## config.mk

```make
export PLATFORM = sky130hd
export DESIGN_NAME = ds_tx
export DESIGN_NICKNAME = d
export VERILOG_FILES = /design/src/rtl/ds_tx_pkg.sv /design/src/rtl/ds_clk_gen.sv /design/src/rtl/ds_serializer.sv /design/src/rtl/ds_strobe_enc.sv /design/src/rtl/ds_tx.sv
export SDC_FILE = /design/constraint.sdc
export NUM_CORES = 1
export LEC_CHECK = 0
export BUFFER_PORTS_ARGS = -buffer_cell sky130_fd_sc_hd__buf_2
export CAP_MARGIN = 20
export CORE_AREA = 3 3 40 42
export DETAILED_ROUTE_END_ITERATION = 12
export DIE_AREA = 0 0 43 45
export SETUP_SLACK_MARGIN = 0.5
export SKIP_CTS_REPAIR_TIMING = 1
export SLEW_MARGIN = 10
export SYNTH_ARGS = -nofsm -noshare
export SYNTH_HDL_FRONTEND = slang
export SYNTH_SLANG_ARGS = --single-unit
```

## constraint.sdc

```tcl
create_clock -name clk_i -period 2.5 [get_ports clk_i]
set_input_delay 0.5 -clock clk_i [delete_from_list [all_inputs] [get_ports clk_i]]
set_output_delay 0.5 -clock clk_i [all_outputs]
set_load 0.005 [all_outputs]
```

## src/rtl/ds_tx_pkg.sv

```systemverilog
package ds_tx_pkg;
  localparam int unsigned PAIR_W = 2;
  typedef logic [PAIR_W-1:0] pair_t;

  typedef struct packed {
    logic vld;   // a bit is to be sent this tick
    logic val;
    logic idle;  // link period captured without request
  } bit_req_t;
endpackage

```

## src/rtl/ds_clk_gen.sv

```systemverilog
module ds_clk_gen (
  input  logic clk_i,
  input  logic rst_ni,
  input  logic full_rate_i,
  output logic tick_o,
  output logic phase_o
);
  logic pre_q, phase_q;

  always_ff @(posedge clk_i or negedge rst_ni) begin
    if (!rst_ni) pre_q <= 1'b0;
    else         pre_q <= ~pre_q;
  end

  assign tick_o = full_rate_i | pre_q;

  always_ff @(posedge clk_i or negedge rst_ni) begin
    if (!rst_ni)     phase_q <= 1'b0;
    else if (tick_o) phase_q <= ~phase_q;
  end

  assign phase_o = phase_q;

  p_half_spacing_r2: assert property (@(posedge clk_i) disable iff (!rst_ni)
    (!full_rate_i && tick_o) |=> (full_rate_i || !tick_o));

  p_phase_step_r2: assert property (@(posedge clk_i) disable iff (!rst_ni)
    tick_o |=> (phase_q != $past(phase_q)));
endmodule

```

## src/rtl/ds_serializer.sv

```systemverilog
module ds_serializer
  import ds_tx_pkg::*;
(
  input  logic     clk_i,
  input  logic     rst_ni,
  input  logic     tick_i,
  input  logic     phase_i,
  input  logic     tx_en_i,
  input  pair_t    bits_i,
  output bit_req_t req_o
);
  logic hold_q, act_q;
  logic capture;

  assign capture = tick_i & ~phase_i;

  always_ff @(posedge clk_i or negedge rst_ni) begin
    if (!rst_ni) begin
      hold_q <= 1'b0;
      act_q  <= 1'b0;
    end else if (capture) begin
      hold_q <= bits_i[1];
      act_q  <= tx_en_i;
    end
  end

  always_comb begin
    req_o.vld  = tick_i & (phase_i ? act_q : tx_en_i);
    req_o.val  = phase_i ? hold_q : bits_i[0];
    req_o.idle = capture & ~tx_en_i;
  end
endmodule

```

## src/rtl/ds_strobe_enc.sv

```systemverilog
module ds_strobe_enc
  import ds_tx_pkg::*;
(
  input  logic     clk_i,
  input  logic     rst_ni,
  input  bit_req_t req_i,
  input  logic     phase_i,
  output logic     data_o,
  output logic     strobe_o,
  output logic     drv_en_no
);
  logic data_q, strb_q, den_nq;

  always_ff @(posedge clk_i or negedge rst_ni) begin
    if (!rst_ni) begin
      data_q <= 1'b0;
      strb_q <= 1'b0;
      den_nq <= 1'b1;
    end else if (req_i.vld) begin
      data_q <= req_i.val;
      if (req_i.val == data_q) strb_q <= ~strb_q;
      den_nq <= 1'b0;
    end else if (req_i.idle) begin
      den_nq <= 1'b1;
    end
  end

  assign data_o    = data_q;
  assign strobe_o  = strb_q;
  assign drv_en_no = den_nq;

  p_one_line_moves_r4: assert property (@(posedge clk_i) disable iff (!rst_ni)
    $stable(data_q) || $stable(strb_q));

  p_idle_frozen_r6: assert property (@(posedge clk_i) disable iff (!rst_ni)
    (den_nq && $past(den_nq)) |-> ($stable(data_q) && $stable(strb_q)));

  p_enable_on_rise_r5: assert property (@(posedge clk_i) disable iff (!rst_ni)
    $fell(den_nq) |-> phase_i);
endmodule

```

## src/rtl/ds_tx.sv

```systemverilog
module ds_tx
  import ds_tx_pkg::*;
(
  input  logic        clk_i,
  input  logic        rst_ni,
  input  logic        full_rate_i,
  input  logic        tx_en_i,
  input  logic [1:0]  tx_bits_i,
  output logic        link_clk_o,
  output logic        data_o,
  output logic        strobe_o,
  output logic        drv_en_no
);
  logic     tick, phase;
  bit_req_t req;

  ds_clk_gen u_clk (
    .clk_i      (clk_i),
    .rst_ni     (rst_ni),
    .full_rate_i(full_rate_i),
    .tick_o     (tick),
    .phase_o    (phase)
  );

  ds_serializer u_ser (
    .clk_i  (clk_i),
    .rst_ni (rst_ni),
    .tick_i (tick),
    .phase_i(phase),
    .tx_en_i(tx_en_i),
    .bits_i (tx_bits_i),
    .req_o  (req)
  );

  ds_strobe_enc u_enc (
    .clk_i    (clk_i),
    .rst_ni   (rst_ni),
    .req_i    (req),
    .phase_i  (phase),
    .data_o   (data_o),
    .strobe_o (strobe_o),
    .drv_en_no(drv_en_no)
  );

  assign link_clk_o = phase;
endmodule

```

==> impl_metrics.tcl, run 1 <==
set metrics [dict create \
    drtPass1Iterations 1 \
    final_core_util_pct 32.8 \
    ant_nets 0 \
    finalCritPeriodShare_pct 55.4 \
    wl_met1_um 221 \
    cts_max_level 1 \
    avgSynthCellArea_um2 11.4 \
    drive_gt1_share_pct 35.7 \
    antenna_found_initial 0 \
    cts_tree "built" \
    min_period_ns 1.38 \
    drt_iter0_markers 0 \
    clockBufferDepth 2 \
    clock-sinks 7 \
    dr_wl_met3_um 48 \
    num_io_pins 10 \
    synthCells 30 \
    die_y_um 45 \
    root_buffer "clkbuf_4" \
    worst_pin_slew_ns 0.458 \
    wl_met2_um 310 \
    status "finished clean" \
    clk_pin_slew_worst_paths_ns 0.05 \
    hold_path_class "primary input to async pin" \
    path_class "flip-flop to output port" \
    hpwl_um 471 \
    wl_per_cell_um 10.2 \
    hold_viol 0 \
    rsz0062_at_grt "no" \
    place_congestion 0.706 \
    critPathTopFamily "flip-flops" \
    clk_latency_ns 0.24 \
    yosys.area_share.adder_pct 0 \
    grt_pass1_vias 238 \
    final_nets 49 \
    cap_violations 0 \
    die_x_um 43 \
    max_stage_delay_ns 0.48 \
    dieArea_um2 1940 \
    powerDensity_nw_per_um2 1170 \
    synth_simple_gate_area_share_pct 17.2 \
    ir_worst_vdd_mv 0.546 \
    seqCellArea_um2 176 \
    timing.critical_path.depth 1 \
    rows 13 \
    path_cells "buf_2" \
    cts_buffers 3 \
    area_growth_pct 23.0 \
    nFillCells 140 \
    multi_input_area_um2 151 \
    synthXorXnorAreaFrac_pct 2.55 \
    r2r-start "u_clk.phase_o" \
    fmax_ghz 0.722 \
    io_buffer_count 9 \
    vias 256 \
    n_antenna_cell 0 \
    synthMuxAreaShare_pct 15.7 \
    syn_nets 36 \
    ys_types 17 \
    seq_area_frac_synth_pct 51.5 \
    routed_wirelength_um 580 \
    crit_required_ns 2.00 \
    critPathMaxFanout 7 \
    tns_ns 0 \
    rr_endpoint "u_enc.strobe_o" \
    synth_top_family_by_area "simple AND/OR/NAND/NOR gates" \
    initial_utilization_pct 26.7 \
    cp.arrival_ns 0.88 \
    grt_pass1_wl_um 972 \
    netlist_area_um2 343 \
    crit_path_end "link_clk_o" \
    core_area_um2 1280 \
    synth_warnings 0 \
    fin_hold_ws_ns 0.0778 \
    ys_seq_elements 7 \
    vias_per_cell 4.49 \
    crit_start "u_clk.phase_o" \
    layout_common_cells "9 x buf_2, 6 x dfrtp_1, 3 x nor2_1, 3 x o21ai_0, 3 x clkbuf_4" \
    grt_use_total_pct 7.24 \
    cp_slowest_cell "dfrtp_1" \
    highest_layer "met3" \
    maxSlewViolCount 0 \
    grt.overflow.total 0 \
    p_leak_nw 0.189 \
    skew_ns 0.00228 \
    setup_viol 0 \
    drc_errors 0 \
    final_common_cell "buf_2" \
    cp-start-kind "flip-flop" \
    r2r_slack_ns 1.13 \
    critical_path_buf_inv_count 1 \
    reg2reg_depth 3 \
    cp-end-kind "output port" \
    max_slew_margin_pct 69.3 \
    post-place-ws_ns 0.999 \
    synth_compound_area_share_pct 8.76 \
    fin_ws_ns 1.12 \
    grt_max_degree 10 \
]
area by class of cell:
cell class                      count  area share (%)
Tap cell                           15            4.45
Inverter                            1           0.890
Timing Repair Buffer                9            10.7
Sequential cell                     7            41.8
Multi-Input combinational cell     21            35.9
Clock buffer                        4            6.23
cell families (layout without fill, tap and decap cells):
group | Yosys count | in the layout
flip-flops | 7 | 7
XOR/XNOR | 1 | 1
AND/OR/NAND/NOR | 10 | 10
buffers and inverters | 2 | 14
multiplexers | 5 | 5
AO/OA/AOI/OAI | 5 | 5
synthesized netlist by cell type (all sizes together):
cell / number / area share [%]
or4: 1 / 2.2
inv: 1 / 1.1
nand4bb: 1 / 3.3
buf: 1 / 3.3
o31ai: 2 / 4.4
nand2b: 2 / 3.6
o21ai: 3 / 4.4
mux2: 3 / 9.9
nor2b: 1 / 1.8
nand4: 1 / 1.8
xnor2: 1 / 2.6
nor2: 3 / 3.3
dfrtp: 6 / 44
nand2: 1 / 1.1
dfstp: 1 / 7.7
mux2i: 2 / 5.8
how the worst min path moves through the flow:
stage                     depth (start not counted)            end  slack (ns)   start
after detailed placement                          1   u_ser.hold_q        0.34  rst_ni
after global placement                            1   u_ser.hold_q        0.34  rst_ni
after floorplan                                   0  u_clk.phase_o        0.20  rst_ni
final                                             1   u_enc.data_o        0.08  rst_ni
after CTS                                         1   u_enc.data_o        0.07  rst_ni
after global routing                              1   u_enc.data_o        0.07  rst_ni
state kept, by name, summed over array words and instances, names as in the netlist:
name	count
u_enc.drv_en_no	1
u_clk.pre_q	1
u_ser.act_q	1
u_clk.phase_o	1
u_enc.strobe_o	1
u_ser.hold_q	1
u_enc.data_o	1
metal layers:
layer  GRT usage (%)  vias up
li1                -      132
met1            6.97      117
met2            11.1        7
met3            5.98        0
met4            3.61        0
met5               0        -
metrics by stage:
step / total power, mW / cell area (um^2) / cells
after global routing: 0.542 / 422 / 57
after detailed placement: 0.404 / 395 / 53
after global placement: 0.401 / 395 / 53
final: 0.494 / 422 / 57
after floorplan: 0.358 / 343 / 30
after CTS: 0.507 / 422 / 57
report_power, final:
group	leakage [nW]	internal, mW	switching [mW]	total, mW
clock network	0.0150	0.0606	0.0372	0.0978
registers	0.0780	0.168	0.0526	0.221
logic	0.0962	0.103	0.0724	0.176
(Power assumes the default switching activity.)
==> run 2: changes to the inputs <==
clock period = 1.4 ns   (was 2.5 ns; I/O delays follow)
==> impl_metrics.tcl, run 2 (synthesized netlist as in run 1, its figures left out) <==
set metrics [dict create \
    status "finished clean" \
    min_period_ns 1.29 \
    io_buffer_count 9 \
    clk_latency_ns 0.25 \
    clk_pin_slew_worst_paths_ns 0.05 \
    final_common_cell "buf_2" \
    grt.overflow.total 0 \
    powerDensity_nw_per_um2 2110 \
    design_area_um2 473 \
    worst_pin_slew_ns 0.254 \
    cp-end-kind "flip-flop" \
    wl_per_cell_um 10.2 \
    cts_max_level 1 \
    n_antenna_cell 0 \
    dieArea_um2 1940 \
    p_leak_nw 0.203 \
    path_cells "mux2i_4 -> or4_1 -> nand4_1" \
    cap_violations 0 \
    max_stage_delay_ns 0.47 \
    root_buffer "clkbuf_4" \
    grt_max_degree 10 \
    drive_gt1_share_pct 48.9 \
    die_x_um 43 \
    grt_pass1_wl_mm 1.02 \
    final_nets 52 \
    tns_ns 0 \
    layout_common_cells "9 x buf_2, 5 x dfrtp_1, 3 x clkbuf_4" \
    drt_iter0_markers 3 \
    cp.arrival_ns 1.48 \
    crit_required_ns 1.58 \
    core_area_um2 1280 \
    die_y_um 45 \
    final_core_util_pct 36.8 \
    hold_viol 0 \
    critPathMaxFanout 5 \
    path_class "flip-flop to flip-flop" \
    nFillCells 129 \
    rsz0062_at_grt "yes" \
    dp.cells 53 \
    critical_path_buf_inv_count 0 \
    placed_area_um2 402 \
    cts_buffers 3 \
    fin_ws_ns 0.107 \
    ant_nets 0 \
    initial_utilization_pct 26.7 \
    cts_tree "built" \
    rows 13 \
    cp_slowest_cell "or4_1" \
    area_growth_pct 38.0 \
    vias_per_cell 4.63 \
    num_io_pins 10 \
    ir_worst_vdd_mv 0.930 \
    hold_path_class "primary input to flip-flop" \
    finalCritPeriodShare_pct 92.4 \
    place_congestion 0.677 \
    antenna_found_initial 0 \
    hpwl_um 475 \
    grt_pass1_vias 248 \
    grt_use_total_pct 7.74 \
    fmax_ghz 0.773 \
    skew_ns 0.00338 \
    cp-start-kind "flip-flop" \
    post-place-ws_ns 0.0484 \
    drtPass1Iterations 4 \
    drc_errors 0 \
    clock-sinks 7 \
    setup_viol 0 \
    max_slew_margin_pct 82.7 \
    maxSlewViolCount 0 \
    clockBufferDepth 2 \
    layout.cells.non_filler 60 \
    vias 278 \
    critPathTopFamily "simple AND/OR/NAND/NOR gates" \
    routed_wirelength_um 611 \
]
run 2: area by class of cell:
cell class                 instances  area (um^2)  share of cell area (%)
clock buffer                       3         22.5                    4.76
clock inverter                     1         5.00                    1.06
inverter                           1         3.75                   0.794
multi-input combinational         21          175                    37.0
sequential                         7          178                    37.6
tap                               15         18.8                    3.97
timing repair buffer              12         70.1                    14.8
run 2: stage by stage:
| stage | hold WS (ns) | total power [mW] |
|---|---|---|
| after floorplan | -0.0156 | 0.659 |
| after global placement | 0.122 | 0.736 |
| after detailed placement | 0.122 | 0.738 |
| after CTS | -0.155 | 0.924 |
| after global routing | 0.225 | 1.08 |
| final | 0.217 | 0.997 |
run 2: power breakdown:
part | internal [mW] | switching [mW]
combinational | 0.257 | 0.152
clock | 0.104 | 0.0756
sequential | 0.304 | 0.104
run 2: worst paths after layout:
| kind | slack, ns | cells past startpoint | endpoint | start |
|---|---|---|---|---|
| max in group asynchronous | 0.78 | 2 | u_enc.drv_en_no | rst_ni |
| setup / recovery | 0.11 | 3 | u_enc.strobe_o | u_clk.phase_o |
| hold / removal | 0.22 | 2 | u_enc.drv_en_no | tx_en_i |
| min in group asynchronous | 0.39 | 2 | u_ser.act_q | rst_ni |
| setup reg to reg | 0.11 | 3 | u_enc.strobe_o | u_clk.phase_o |
| hold reg to reg | 0.48 | 1 | u_clk.pre_q | u_clk.pre_q |
run 2: routing by layer:
layer,track usage [%],up-vias,routed length (um)
met4,3.61,0,0
met2,11.7,8,321
met3,5.98,0,48
met5,0,-,0
li1,-,140,-
met1,7.94,130,240
==> run 3: changes to the inputs <==
clock period = 1.64 ns   (was 1.4 ns; I/O delays follow)
==> impl_metrics.tcl, run 3 (synthesized netlist as in run 1, its figures left out) <==
set metrics [dict create \
    clk_latency_ns 0.25 \
    fin_ws_ns 0.370 \
    max_slew_margin_pct 83.7 \
    vias 257 \
    crit_required_ns 1.82 \
    drive_gt1_share_pct 46.7 \
    cp-start-kind "flip-flop" \
    critPathMaxFanout 7 \
    cp.arrival_ns 1.45 \
    setup_viol 0 \
    ant_nets 0 \
    place_congestion 0.677 \
    cts_buffers 3 \
    nFillCells 146 \
    vias_per_cell 4.28 \
    grt_pass1_wl_mm 1.01 \
    cp-end-kind "flip-flop" \
    cts_max_level 1 \
    rows 13 \
    root_buffer "clkbuf_4" \
    final_nets 52 \
    final_common_cell "buf_2" \
    layout_common_cells "9 x buf_2, 5 x dfrtp_1, 3 x o21ai_0, 3 x clkbuf_4" \
    dieArea_um2 1940 \
    die_x_um 43 \
    grt.overflow.total 0 \
    drtPass1Iterations 3 \
    layout.cells.non_filler 60 \
    clock-sinks 7 \
    initial_utilization_pct 26.7 \
    n_antenna_cell 0 \
    antenna_found_initial 0 \
    worst_pin_slew_ns 0.240 \
    tns_ns 0 \
    grt_use_total_pct 7.58 \
    core_area_um2 1280 \
    skew_ns 0.000957 \
    clk_pin_slew_worst_paths_ns 0.05 \
    hold_path_class "primary input to flip-flop" \
    cap_violations 0 \
    num_io_pins 10 \
    die_y_um 45 \
    routed_wirelength_um 639 \
    area_growth_pct 35.0 \
    grt_pass1_vias 254 \
    io_buffer_count 9 \
    min_period_ns 1.27 \
    dp.cells 53 \
    path_class "flip-flop to flip-flop" \
    fmax_ghz 0.787 \
    rsz0062_at_grt "yes" \
    drc_errors 0 \
    wl_per_cell_um 10.7 \
    maxSlewViolCount 0 \
    ir_worst_vdd_mv 0.568 \
    cts_tree "built" \
    powerDensity_nw_per_um2 1780 \
    status "finished clean" \
    drt_iter0_markers 2 \
    hold_viol 0 \
    finalCritPeriodShare_pct 77.4 \
    grt_max_degree 10 \
    hpwl_um 457 \
    post-place-ws_ns 0.282 \
    clockBufferDepth 2 \
    p_leak_nw 0.198 \
]
-- run 3: cell count changes in the layout (fill, tap and decap cells not counted), sizes merged --
cell,before,now
clkinv,1,0
clkbuf,3,4
-- run 3: per-layer routing --
layer | vias up | global-route usage, % | share of wire [%]
met5 | - | 0 | 0
met4 | 0 | 7.23 | 0
met3 | 0 | 2.39 | 1.7
met2 | 2 | 12.0 | 54
met1 | 117 | 7.96 | 44
li1 | 138 | - | -
-- run 3: metrics by stage --
| step | instance area [um^2] | hold slack [ns] | utilization [%] | total power [mW] |
|---|---|---|---|---|
| final | 463 | 0.271 | 36.0 | 0.826 |
| after detailed placement | 402 | 0.166 | 31.3 | 0.626 |
| after global placement | 402 | 0.170 | 31.3 | 0.624 |
| after floorplan | 349 | 0.0324 | - | 0.559 |
| after CTS | 428 | -0.105 | 33.3 | 0.793 |
| after global routing | 463 | 0.274 | 36.0 | 0.901 |
-- run 3: worst paths after layout --
| kind | from | endpoint | slack [ns] | cells past startpoint |
|---|---|---|---|---|
| setup / recovery | u_clk.phase_o | u_enc.strobe_o | 0.37 | 3 |
| hold / removal | tx_en_i | u_enc.drv_en_no | 0.27 | 2 |
| setup reg to reg | u_clk.phase_o | u_enc.strobe_o | 0.37 | 3 |
| hold reg to reg | u_clk.pre_q | u_clk.pre_q | 0.48 | 1 |
| max in group asynchronous | rst_ni | u_enc.drv_en_no | 0.97 | 2 |
| min in group asynchronous | rst_ni | u_ser.hold_q | 0.44 | 2 |
-- run 3: power breakdown --
| group | switching [mW] | internal (mW) |
|---|---|---|
| combinational | 0.124 | 0.205 |
| clock | 0.0616 | 0.0927 |
| sequential | 0.0840 | 0.259 |
| total | 0.269 | 0.557 |
-- run 3: final cells by class --
class                           count  area, um^2  share of cell area [%]
Tap cell                           15        18.8                    4.05
Clock buffer                        4        26.3                    5.68
Timing Repair Buffer               12        70.1                    15.1
Multi-Input combinational cell     21         166                    35.9
Inverter                            1        3.75                   0.811
Sequential cell                     7         178                    38.4
-- run 3: critical path, cell delays in order (launching register included) --
cell     delay, ns
dfrtp_2       0.46
mux2i_2       0.19
or4_1         0.47
nand4_1       0.08
